**config.mk**
```make
export PLATFORM = sky130hd
export DESIGN_NAME = tmr16_regbank
export DESIGN_NICKNAME = d
export VERILOG_FILES = /design/src/rtl/tmr16_pkg.sv /design/src/rtl/tmr16_ctrl_regs.sv /design/src/rtl/tmr16_wide_regs.sv /design/src/rtl/tmr16_irq_regs.sv /design/src/rtl/tmr16_regbank.sv
export SDC_FILE = /design/constraint.sdc
export NUM_CORES = 1
export LEC_CHECK = 0
export BUFFER_PORTS_ARGS = -buffer_cell sky130_fd_sc_hd__buf_2
export CORE_UTILIZATION = 35
export DETAILED_ROUTE_END_ITERATION = 10
export SLEW_MARGIN = 40
export SYNTH_ARGS = -nofsm -noshare
export SYNTH_HDL_FRONTEND = slang
export SYNTH_SLANG_ARGS = --single-unit
```
**constraint.sdc**
```tcl
create_clock -name clk -period 4.1 [get_ports clk]
set_input_delay 0.82 -clock clk [delete_from_list [all_inputs] [get_ports clk]]
set_output_delay 0.82 -clock clk [all_outputs]
set_load 0.03 [all_outputs]
```
**src/rtl/tmr16_pkg.sv**
```systemverilog
package tmr16_pkg;
  typedef enum logic [1:0] {
    RGN_TMR  = 2'd0,
    RGN_MSK  = 2'd1,
    RGN_FLG  = 2'd2,
    RGN_NONE = 2'd3
  } rgn_e;

  localparam logic [3:0] OFS_CTLA   = 4'h0;
  localparam logic [3:0] OFS_CTLB   = 4'h1;
  localparam logic [3:0] OFS_CTLC   = 4'h2;
  localparam logic [3:0] OFS_CNT_LO = 4'h4;
  localparam logic [3:0] OFS_CNT_HI = 4'h5;
  localparam logic [3:0] OFS_CAP_LO = 4'h6;
  localparam logic [3:0] OFS_CAP_HI = 4'h7;
  localparam int unsigned OFS_CMP_BASE = 8;

  // mode field bit positions inside control bytes
  localparam int unsigned MODE_A_LSB = 0;
  localparam int unsigned MODE_B_LSB = 3;
  // force strobe for channel k sits at bit FORCE_MSB-k
  localparam int unsigned FORCE_MSB  = 7;

  localparam int unsigned IRQ_OVF  = 0;
  localparam int unsigned IRQ_CMP0 = 1;
  localparam int unsigned IRQ_CAP  = 5;

  function automatic logic [7:0] irq_valid_bits(input int unsigned ncmp);
    logic [7:0] m;
    m = '0;
    m[IRQ_OVF] = 1'b1;
    m[IRQ_CAP] = 1'b1;
    for (int k = 0; k < ncmp; k++) m[IRQ_CMP0 + k] = 1'b1;
    return m;
  endfunction
endpackage

```
**src/rtl/tmr16_ctrl_regs.sv**
```systemverilog
module tmr16_ctrl_regs
  import tmr16_pkg::*;
#(
  parameter int unsigned DW   = 8,
  parameter int unsigned NCMP = 3
) (
  input  logic            clk,
  input  logic            rst,
  input  logic            wr_a,
  input  logic            wr_b,
  input  logic            wr_c,
  input  logic [DW-1:0]   wdata,
  output logic [DW-1:0]   ctrl_a,
  output logic [DW-1:0]   ctrl_b,
  output logic [DW-1:0]   ctrl_c,
  output logic [3:0]      mode,
  output logic [NCMP-1:0] force_p
);
  localparam int unsigned FORCE_LSB = FORCE_MSB - NCMP + 1;

  logic [DW-1:0] c_keep;

  // bits that store; force positions never do
  always_comb begin
    c_keep = '1;
    for (int k = 0; k < NCMP; k++) c_keep[FORCE_MSB - k] = 1'b0;
  end

  always_ff @(posedge clk) begin
    if (rst) begin
      ctrl_a <= '0;
      ctrl_b <= '0;
      ctrl_c <= '0;
    end else begin
      if (wr_a) ctrl_a <= wdata;
      if (wr_b) ctrl_b <= wdata;
      if (wr_c) ctrl_c <= wdata & c_keep;
    end
  end

  genvar g;
  generate
    for (g = 0; g < NCMP; g++) begin : g_force
      always_ff @(posedge clk) begin
        if (rst) force_p[g] <= 1'b0;
        else     force_p[g] <= wr_c & wdata[FORCE_MSB - g];
      end
    end
  endgenerate

  assign mode = {ctrl_b[MODE_B_LSB +: 2], ctrl_a[MODE_A_LSB +: 2]};

  logic unused_lsb;
  assign unused_lsb = (FORCE_LSB == 0);
endmodule

```
**src/rtl/tmr16_wide_regs.sv**
```systemverilog
module tmr16_wide_regs
  import tmr16_pkg::*;
#(
  parameter int unsigned DW       = 8,
  parameter int unsigned NCMP     = 3,
  parameter int unsigned MODE_ICR = 12
) (
  input  logic                 clk,
  input  logic                 rst,
  input  logic [3:0]           mode,
  input  logic                 rd_cnt_lo,
  input  logic                 rd_cap_lo,
  input  logic                 wr_cnt_lo,
  input  logic                 wr_cnt_hi,
  input  logic                 wr_cap_lo,
  input  logic                 wr_cap_hi,
  input  logic [NCMP-1:0]      wr_cmp_lo,
  input  logic [NCMP-1:0]      wr_cmp_hi,
  input  logic [DW-1:0]        wdata,
  input  logic [2*DW-1:0]      cnt_live,
  output logic [DW-1:0]        stage,
  output logic [2*DW-1:0]      cap_val,
  output logic [NCMP*2*DW-1:0] cmp_val,
  output logic                 cnt_wr,
  output logic [2*DW-1:0]      cnt_wdata
);
  localparam int unsigned WW = 2 * DW;

  logic cap_open;
  assign cap_open = (mode == 4'(MODE_ICR));

  // shared staging latch: writes win over read-side captures
  always_ff @(posedge clk) begin
    if (rst) begin
      stage <= '0;
    end else if (wr_cnt_hi || (wr_cap_hi && cap_open)) begin
      stage <= wdata;
    end else if (rd_cnt_lo) begin
      stage <= cnt_live[WW-1:DW];
    end else if (rd_cap_lo) begin
      stage <= cap_val[WW-1:DW];
    end
  end

  always_ff @(posedge clk) begin
    if (rst) begin
      cap_val <= '0;
    end else if (wr_cap_lo && cap_open) begin
      cap_val <= {stage, wdata};
    end
  end

  always_ff @(posedge clk) begin
    if (rst) begin
      cnt_wr    <= 1'b0;
      cnt_wdata <= '0;
    end else begin
      cnt_wr <= wr_cnt_lo;
      if (wr_cnt_lo) cnt_wdata <= {stage, wdata};
    end
  end

  genvar g;
  generate
    for (g = 0; g < NCMP; g++) begin : g_cmp
      always_ff @(posedge clk) begin
        if (rst) begin
          cmp_val[g*WW +: WW] <= '0;
        end else begin
          if (wr_cmp_lo[g]) cmp_val[g*WW +: DW]      <= wdata;
          if (wr_cmp_hi[g]) cmp_val[g*WW + DW +: DW] <= wdata;
        end
      end
    end
  endgenerate
endmodule

```
**src/rtl/tmr16_irq_regs.sv**
```systemverilog
module tmr16_irq_regs
  import tmr16_pkg::*;
#(
  parameter int unsigned DW   = 8,
  parameter int unsigned NCMP = 3
) (
  input  logic          clk,
  input  logic          rst,
  input  logic          wr_mask,
  input  logic          wr_flag,
  input  logic [DW-1:0] wdata,
  input  logic [DW-1:0] flag_set,
  output logic [DW-1:0] irq_mask,
  output logic [DW-1:0] irq_flag,
  output logic          flag_wr
);
  localparam logic [7:0] VALID8 = irq_valid_bits(NCMP);
  localparam logic [DW-1:0] VALID = DW'(VALID8);

  always_ff @(posedge clk) begin
    if (rst) begin
      irq_mask <= '0;
      irq_flag <= '0;
      flag_wr  <= 1'b0;
    end else begin
      if (wr_mask) irq_mask <= wdata & VALID;
      irq_flag <= ((wr_flag ? wdata : irq_flag) | flag_set) & VALID;
      flag_wr  <= wr_flag;
    end
  end
endmodule

```
**src/rtl/tmr16_regbank.sv**
```systemverilog
module tmr16_regbank
  import tmr16_pkg::*;
#(
  parameter int unsigned DW       = 8,
  parameter int unsigned AW       = 4,
  parameter int unsigned NCMP     = 3,
  parameter int unsigned MODE_ICR = 12
) (
  input  logic                 clk,
  input  logic                 rst,
  input  logic [1:0]           bus_rgn,
  input  logic [AW-1:0]        bus_addr,
  input  logic                 bus_wr,
  input  logic                 bus_rd,
  input  logic [DW-1:0]        bus_wdata,
  output logic [DW-1:0]        bus_rdata,
  input  logic [2*DW-1:0]      cnt_live,
  input  logic [DW-1:0]        flag_set,
  output logic [DW-1:0]        ctrl_a_o,
  output logic [DW-1:0]        ctrl_b_o,
  output logic [DW-1:0]        ctrl_c_o,
  output logic [3:0]           mode_o,
  output logic [NCMP-1:0]      force_o,
  output logic                 cnt_wr_o,
  output logic [2*DW-1:0]      cnt_wdata_o,
  output logic [2*DW-1:0]      cap_val_o,
  output logic [NCMP*2*DW-1:0] cmp_val_o,
  output logic [DW-1:0]        irq_mask_o,
  output logic [DW-1:0]        irq_flag_o,
  output logic                 flag_wr_o
);
  localparam int unsigned WW = 2 * DW;

  rgn_e rgn;
  assign rgn = rgn_e'(bus_rgn);

  logic in_tmr, at_zero;
  assign in_tmr  = (rgn == RGN_TMR);
  assign at_zero = (bus_addr == '0);

  function automatic logic hit(input logic [AW-1:0] a, input int unsigned ofs);
    return a == AW'(ofs);
  endfunction

  // write decode
  logic w_a, w_b, w_c, w_cl, w_ch, w_pl, w_ph, w_msk, w_flg;
  logic r_cl, r_pl;
  logic [NCMP-1:0] w_ml, w_mh;

  assign w_a   = bus_wr && in_tmr && hit(bus_addr, OFS_CTLA);
  assign w_b   = bus_wr && in_tmr && hit(bus_addr, OFS_CTLB);
  assign w_c   = bus_wr && in_tmr && hit(bus_addr, OFS_CTLC);
  assign w_cl  = bus_wr && in_tmr && hit(bus_addr, OFS_CNT_LO);
  assign w_ch  = bus_wr && in_tmr && hit(bus_addr, OFS_CNT_HI);
  assign w_pl  = bus_wr && in_tmr && hit(bus_addr, OFS_CAP_LO);
  assign w_ph  = bus_wr && in_tmr && hit(bus_addr, OFS_CAP_HI);
  assign w_msk = bus_wr && (rgn == RGN_MSK) && at_zero;
  assign w_flg = bus_wr && (rgn == RGN_FLG) && at_zero;
  assign r_cl  = bus_rd && in_tmr && hit(bus_addr, OFS_CNT_LO);
  assign r_pl  = bus_rd && in_tmr && hit(bus_addr, OFS_CAP_LO);

  genvar g;
  generate
    for (g = 0; g < NCMP; g++) begin : g_dec
      assign w_ml[g] = bus_wr && in_tmr && hit(bus_addr, OFS_CMP_BASE + 2*g);
      assign w_mh[g] = bus_wr && in_tmr && hit(bus_addr, OFS_CMP_BASE + 2*g + 1);
    end
  endgenerate

  logic [DW-1:0] stage;

  tmr16_ctrl_regs #(.DW(DW), .NCMP(NCMP)) ctrl_i (
    .clk(clk), .rst(rst),
    .wr_a(w_a), .wr_b(w_b), .wr_c(w_c), .wdata(bus_wdata),
    .ctrl_a(ctrl_a_o), .ctrl_b(ctrl_b_o), .ctrl_c(ctrl_c_o),
    .mode(mode_o), .force_p(force_o)
  );

  tmr16_wide_regs #(.DW(DW), .NCMP(NCMP), .MODE_ICR(MODE_ICR)) wide_i (
    .clk(clk), .rst(rst), .mode(mode_o),
    .rd_cnt_lo(r_cl), .rd_cap_lo(r_pl),
    .wr_cnt_lo(w_cl), .wr_cnt_hi(w_ch),
    .wr_cap_lo(w_pl), .wr_cap_hi(w_ph),
    .wr_cmp_lo(w_ml), .wr_cmp_hi(w_mh),
    .wdata(bus_wdata), .cnt_live(cnt_live),
    .stage(stage), .cap_val(cap_val_o), .cmp_val(cmp_val_o),
    .cnt_wr(cnt_wr_o), .cnt_wdata(cnt_wdata_o)
  );

  tmr16_irq_regs #(.DW(DW), .NCMP(NCMP)) irq_i (
    .clk(clk), .rst(rst),
    .wr_mask(w_msk), .wr_flag(w_flg), .wdata(bus_wdata),
    .flag_set(flag_set),
    .irq_mask(irq_mask_o), .irq_flag(irq_flag_o), .flag_wr(flag_wr_o)
  );

  // read mux
  logic [DW-1:0] rd_mux;
  always_comb begin
    rd_mux = '0;
    unique case (rgn)
      RGN_TMR: begin
        if      (hit(bus_addr, OFS_CTLA))   rd_mux = ctrl_a_o;
        else if (hit(bus_addr, OFS_CTLB))   rd_mux = ctrl_b_o;
        else if (hit(bus_addr, OFS_CTLC))   rd_mux = ctrl_c_o;
        else if (hit(bus_addr, OFS_CNT_LO)) rd_mux = cnt_live[DW-1:0];
        else if (hit(bus_addr, OFS_CNT_HI)) rd_mux = stage;
        else if (hit(bus_addr, OFS_CAP_LO)) rd_mux = cap_val_o[DW-1:0];
        else if (hit(bus_addr, OFS_CAP_HI)) rd_mux = stage;
        for (int k = 0; k < NCMP; k++) begin
          if (hit(bus_addr, OFS_CMP_BASE + 2*k))
            rd_mux = cmp_val_o[k*WW +: DW];
          if (hit(bus_addr, OFS_CMP_BASE + 2*k + 1))
            rd_mux = cmp_val_o[k*WW + DW +: DW];
        end
      end
      RGN_MSK:  rd_mux = at_zero ? irq_mask_o : '0;
      RGN_FLG:  rd_mux = at_zero ? irq_flag_o : '0;
      default:  rd_mux = '0;
    endcase
  end

  always_ff @(posedge clk) begin
    if (rst)         bus_rdata <= '0;
    else if (bus_rd) bus_rdata <= rd_mux;
  end
endmodule

```
==> flow_summary.json <==
{
  "viasPerCell": 5.43,
  "critPathMaxStageDelay_ns": 0.72,
  "grt_max_degree": 67,
  "setup_viol_count_final": 0,
  "antenna_found_initial": 1,
  "worstReg2RegStart": "ctrl_i.ctrl_b[4]",
  "finalHoldViolCount": 0,
  "wl_met3_um": 1730,
  "dieArea_mm2": 0.0185,
  "gp_congestion": 0.960,
  "worst-path-max-fanout": 18,
  "slew_headroom_pct": 47.0,
  "drc": 0,
  "wl_met1_um": 10300,
  "routed.top_layer": "met5",
  "setup_tns_ns": 0,
  "initial_core_util_pct": 36.1,
  "fin_ws_ns": 1.34,
  "worst-path-buf-inv": 1,
  "clk_path_buf_depth": 2,
  "chipHeight_um": 136,
  "syn_area_per_cell_um2": 8.04,
  "syn_area_mm2": 0.00628,
  "synth_edf_count": 0,
  "dp_slack_ns": 0.949,
  "rr_endpoint": "wide_i.stage[2]",
  "reg2reg_depth": 5,
  "hold_depth": 2,
  "worstPathRequired_ns": 4.38,
  "peakVddDrop_mv": 0.316,
  "p_leak_uw": 0.00333,
  "fp.dieW_um": 136,
  "io_pins": 179,
  "critPathArrivalTime_ns": 3.05,
  "finalCritPeriodShare_pct": 67.4,
  "antenna_cells": 0,
  "yosysWarnings": 0,
  "fin_skew_ns": 0.00708,
  "dp.cells": 1117,
  "fin_crit_ns": 2.76,
  "dr.pass1.iters": 6,
  "fin_cells": 1148,
  "synth_cell_types": 62,
  "crit_slowest_cell": "nand3_1",
  "io_buffers": 166,
  "rsz0062_at_grt": "no",
  "route.vias.total": 6239,
  "synthFlopType": "dfxtp_1",
  "yosys_register_bits": 132,
  "insertion_delay_ns": 0.43,
  "worstMarginPinSlew_ns": 0.794,
  "grt_pass1_wl_um": 33000,
  "synth-seq-area-share_pct": 42.1,
  "dp_hpwl_um": 15700,
  "cts_sinks": 132,
  "synth_top_area_share_pct": 42.1,
  "cts_tree": "done",
  "grt_use_total_pct": 24.2,
  "root_buffer": "clkbuf_16",
  "whs_ns": 0.449,
  "overflow": 0,
  "num_rows": 48,
  "wl_per_cell_um": 19.5,
  "min_to": "wide_i.cnt_wdata[6]",
  "ys_top_cells_by_area": "dfxtp_1 42%, a21oi_1 8.4%, nand2_1 8.1%, mux2i_1 7.3%, nand3_1 3.8%",
  "async_flop_share_pct": 0,
  "grt_pass1_vias": 5498,
  "nets": 953,
  "fmax_ghz": 0.362,
  "wl_met2_um": 9980,
  "synth_area_leader_cell": "dfxtp_1",
  "path_class": "input pin to flip-flop",
  "drv_cap": 0,
  "pwr_density_cell_mw_per_mm2": 393,
  "area_delta_synth_final_pct": 23.0,
  "routed_wl_um": 22400,
  "clk_pin_slew_ns": 0.06,
  "ctsResizeCount": 0,
  "hold_path.class": "flip-flop to flip-flop",
  "worstSetupStartpointType": "input pin",
  "detail-route-antenna-nets": 0,
  "cts_made_buffers": 17,
  "r2r_setup_slack_ns": 2.06,
  "syn-instance-count": 781,
  "report.final.slew_viol_count": 0,
  "post_cts_buffers": 0,
  "cp_cell_sequence": "buf_2 > nor2_1 > and2_1 > nand3_1 > nand2_1 > a21oi_1",
  "htree_num_levels": 4,
  "outcome": "finished, final reports clean",
  "hold_buffers": 0,
  "drt_iter0_drc": 611,
  "path_delay_family": "simple AND/OR/NAND/NOR gates",
  "end_kind": "flip-flop",
  "drive_gt1_share_pct": 25.0,
  "final_util_pct": 44.3,
  "min-delay-start": "wide_i.cnt_wdata[6]",
  "core_area_mm2": 0.0174
}
==> cell families (layout without fill, tap and decap cells) <==
kind of cell / after synthesis / in the layout / synth area share, %
flops: 132 / 132 / 42.1
other cells: 1 / 9 / 0.0597
buf+inv: 93 / 227 / 6.83
mux: 56 / 56 / 9.12
simple gates: 302 / 302 / 22.6
compound gates: 197 / 197 / 19.3
==> power breakdown <==
part / switching (µW) / total (µW) / internal [µW]
Combinational: 181 / 252 / 70.6
Clock: 593 / 1480 / 888
Sequential: 8.64 / 1300 / 1290
==> Yosys cell counts (7+ instances only) <==
library cell / instances
nand2_1: 135
dfxtp_1: 132
a21oi_1: 105
nor2_1: 56
nand3_1: 48
mux2i_1: 46
clkbuf_1: 36
o21ai_0: 22
buf_2: 21
inv_1: 17
buf_4: 14
nor2b_1: 13
a22oi_1: 12
mux2_2: 10
nor3_1: 7
nor3b_1: 7
==> routing by layer <==
layer	up-vias	track usage, %
li1	2976	-
met1	2950	34.0
met2	275	36.9
met3	36	5.52
met4	2	6.54
met5	-	0
==> final cells by class <==
type / count / area [µm²]
repair buffers: 179 / 931
multi-input cells: 564 / 3240
flip-flops and latches: 132 / 2640
well taps: 225 / 282
fillers: 1798 / 9690
clock buffers: 18 / 429
clock inverters: 13 / 136
inverters: 17 / 63.8
==> metrics by stage <==
step,cell area [µm²],total power (µW)
2_1_floorplan,6310,1500
6_report,7720,3030
4_1_cts,7720,3040
5_1_grt,7720,3130
3_5_place_dp,7160,1580
3_3_place_gp,7150,1580
==> worst min-delay path, delay by kind of cell, from the launching register on <==
kind / cells / cell delay [ns]
AO/OA/AOI/OAI: 1 / 0.05
flip-flops: 1 / 0.30
AND/OR/NAND/NOR: 1 / 0.05
==> layout by cell type, fill, tap and decap left out, types with 14 or more instances in the layout <==
cell type  instances
clkbuf_16         17
nand3_1           48
o21ai_0           22
nor2_1            56
dfxtp_1          132
mux2i_1           46
a21oi_1          105
buf_4             14
inv_1             17
buf_2            165
nand2_1          135
==> registers in the layout, indices dropped and copies added, names as in the netlist <==
register / count
ctrl_i.force_p: 3
bus_rdata: 8
wide_i.cmp_val: 48
wide_i.cap_val: 16
ctrl_i.ctrl_b: 8
irq_i.irq_flag: 5
ctrl_i.ctrl_a: 8
ctrl_i.ctrl_c: 5
wide_i.cnt_wdata: 16
irq_i.flag_wr: 1
wide_i.cnt_wr: 1
wide_i.stage: 8
irq_i.irq_mask: 5
==> worst max-delay path by stage <==
stage	startpoint	to	slack [ns]	cells after the start
detailed placement	bus_rgn[0]	wide_i.cap_val[11]	0.95	6
global route	bus_rgn[0]	wide_i.cap_val[4]	1.15	6
floorplan	bus_addr[1]	bus_rdata[3]	1.89	7
global placement	bus_rgn[0]	wide_i.cmp_val[43]	0.95	6
CTS	bus_rgn[0]	wide_i.cmp_val[43]	1.40	6
finish	bus_rgn[0]	wide_i.cap_val[7]	1.34	6
(Power assumes the default switching activity.)
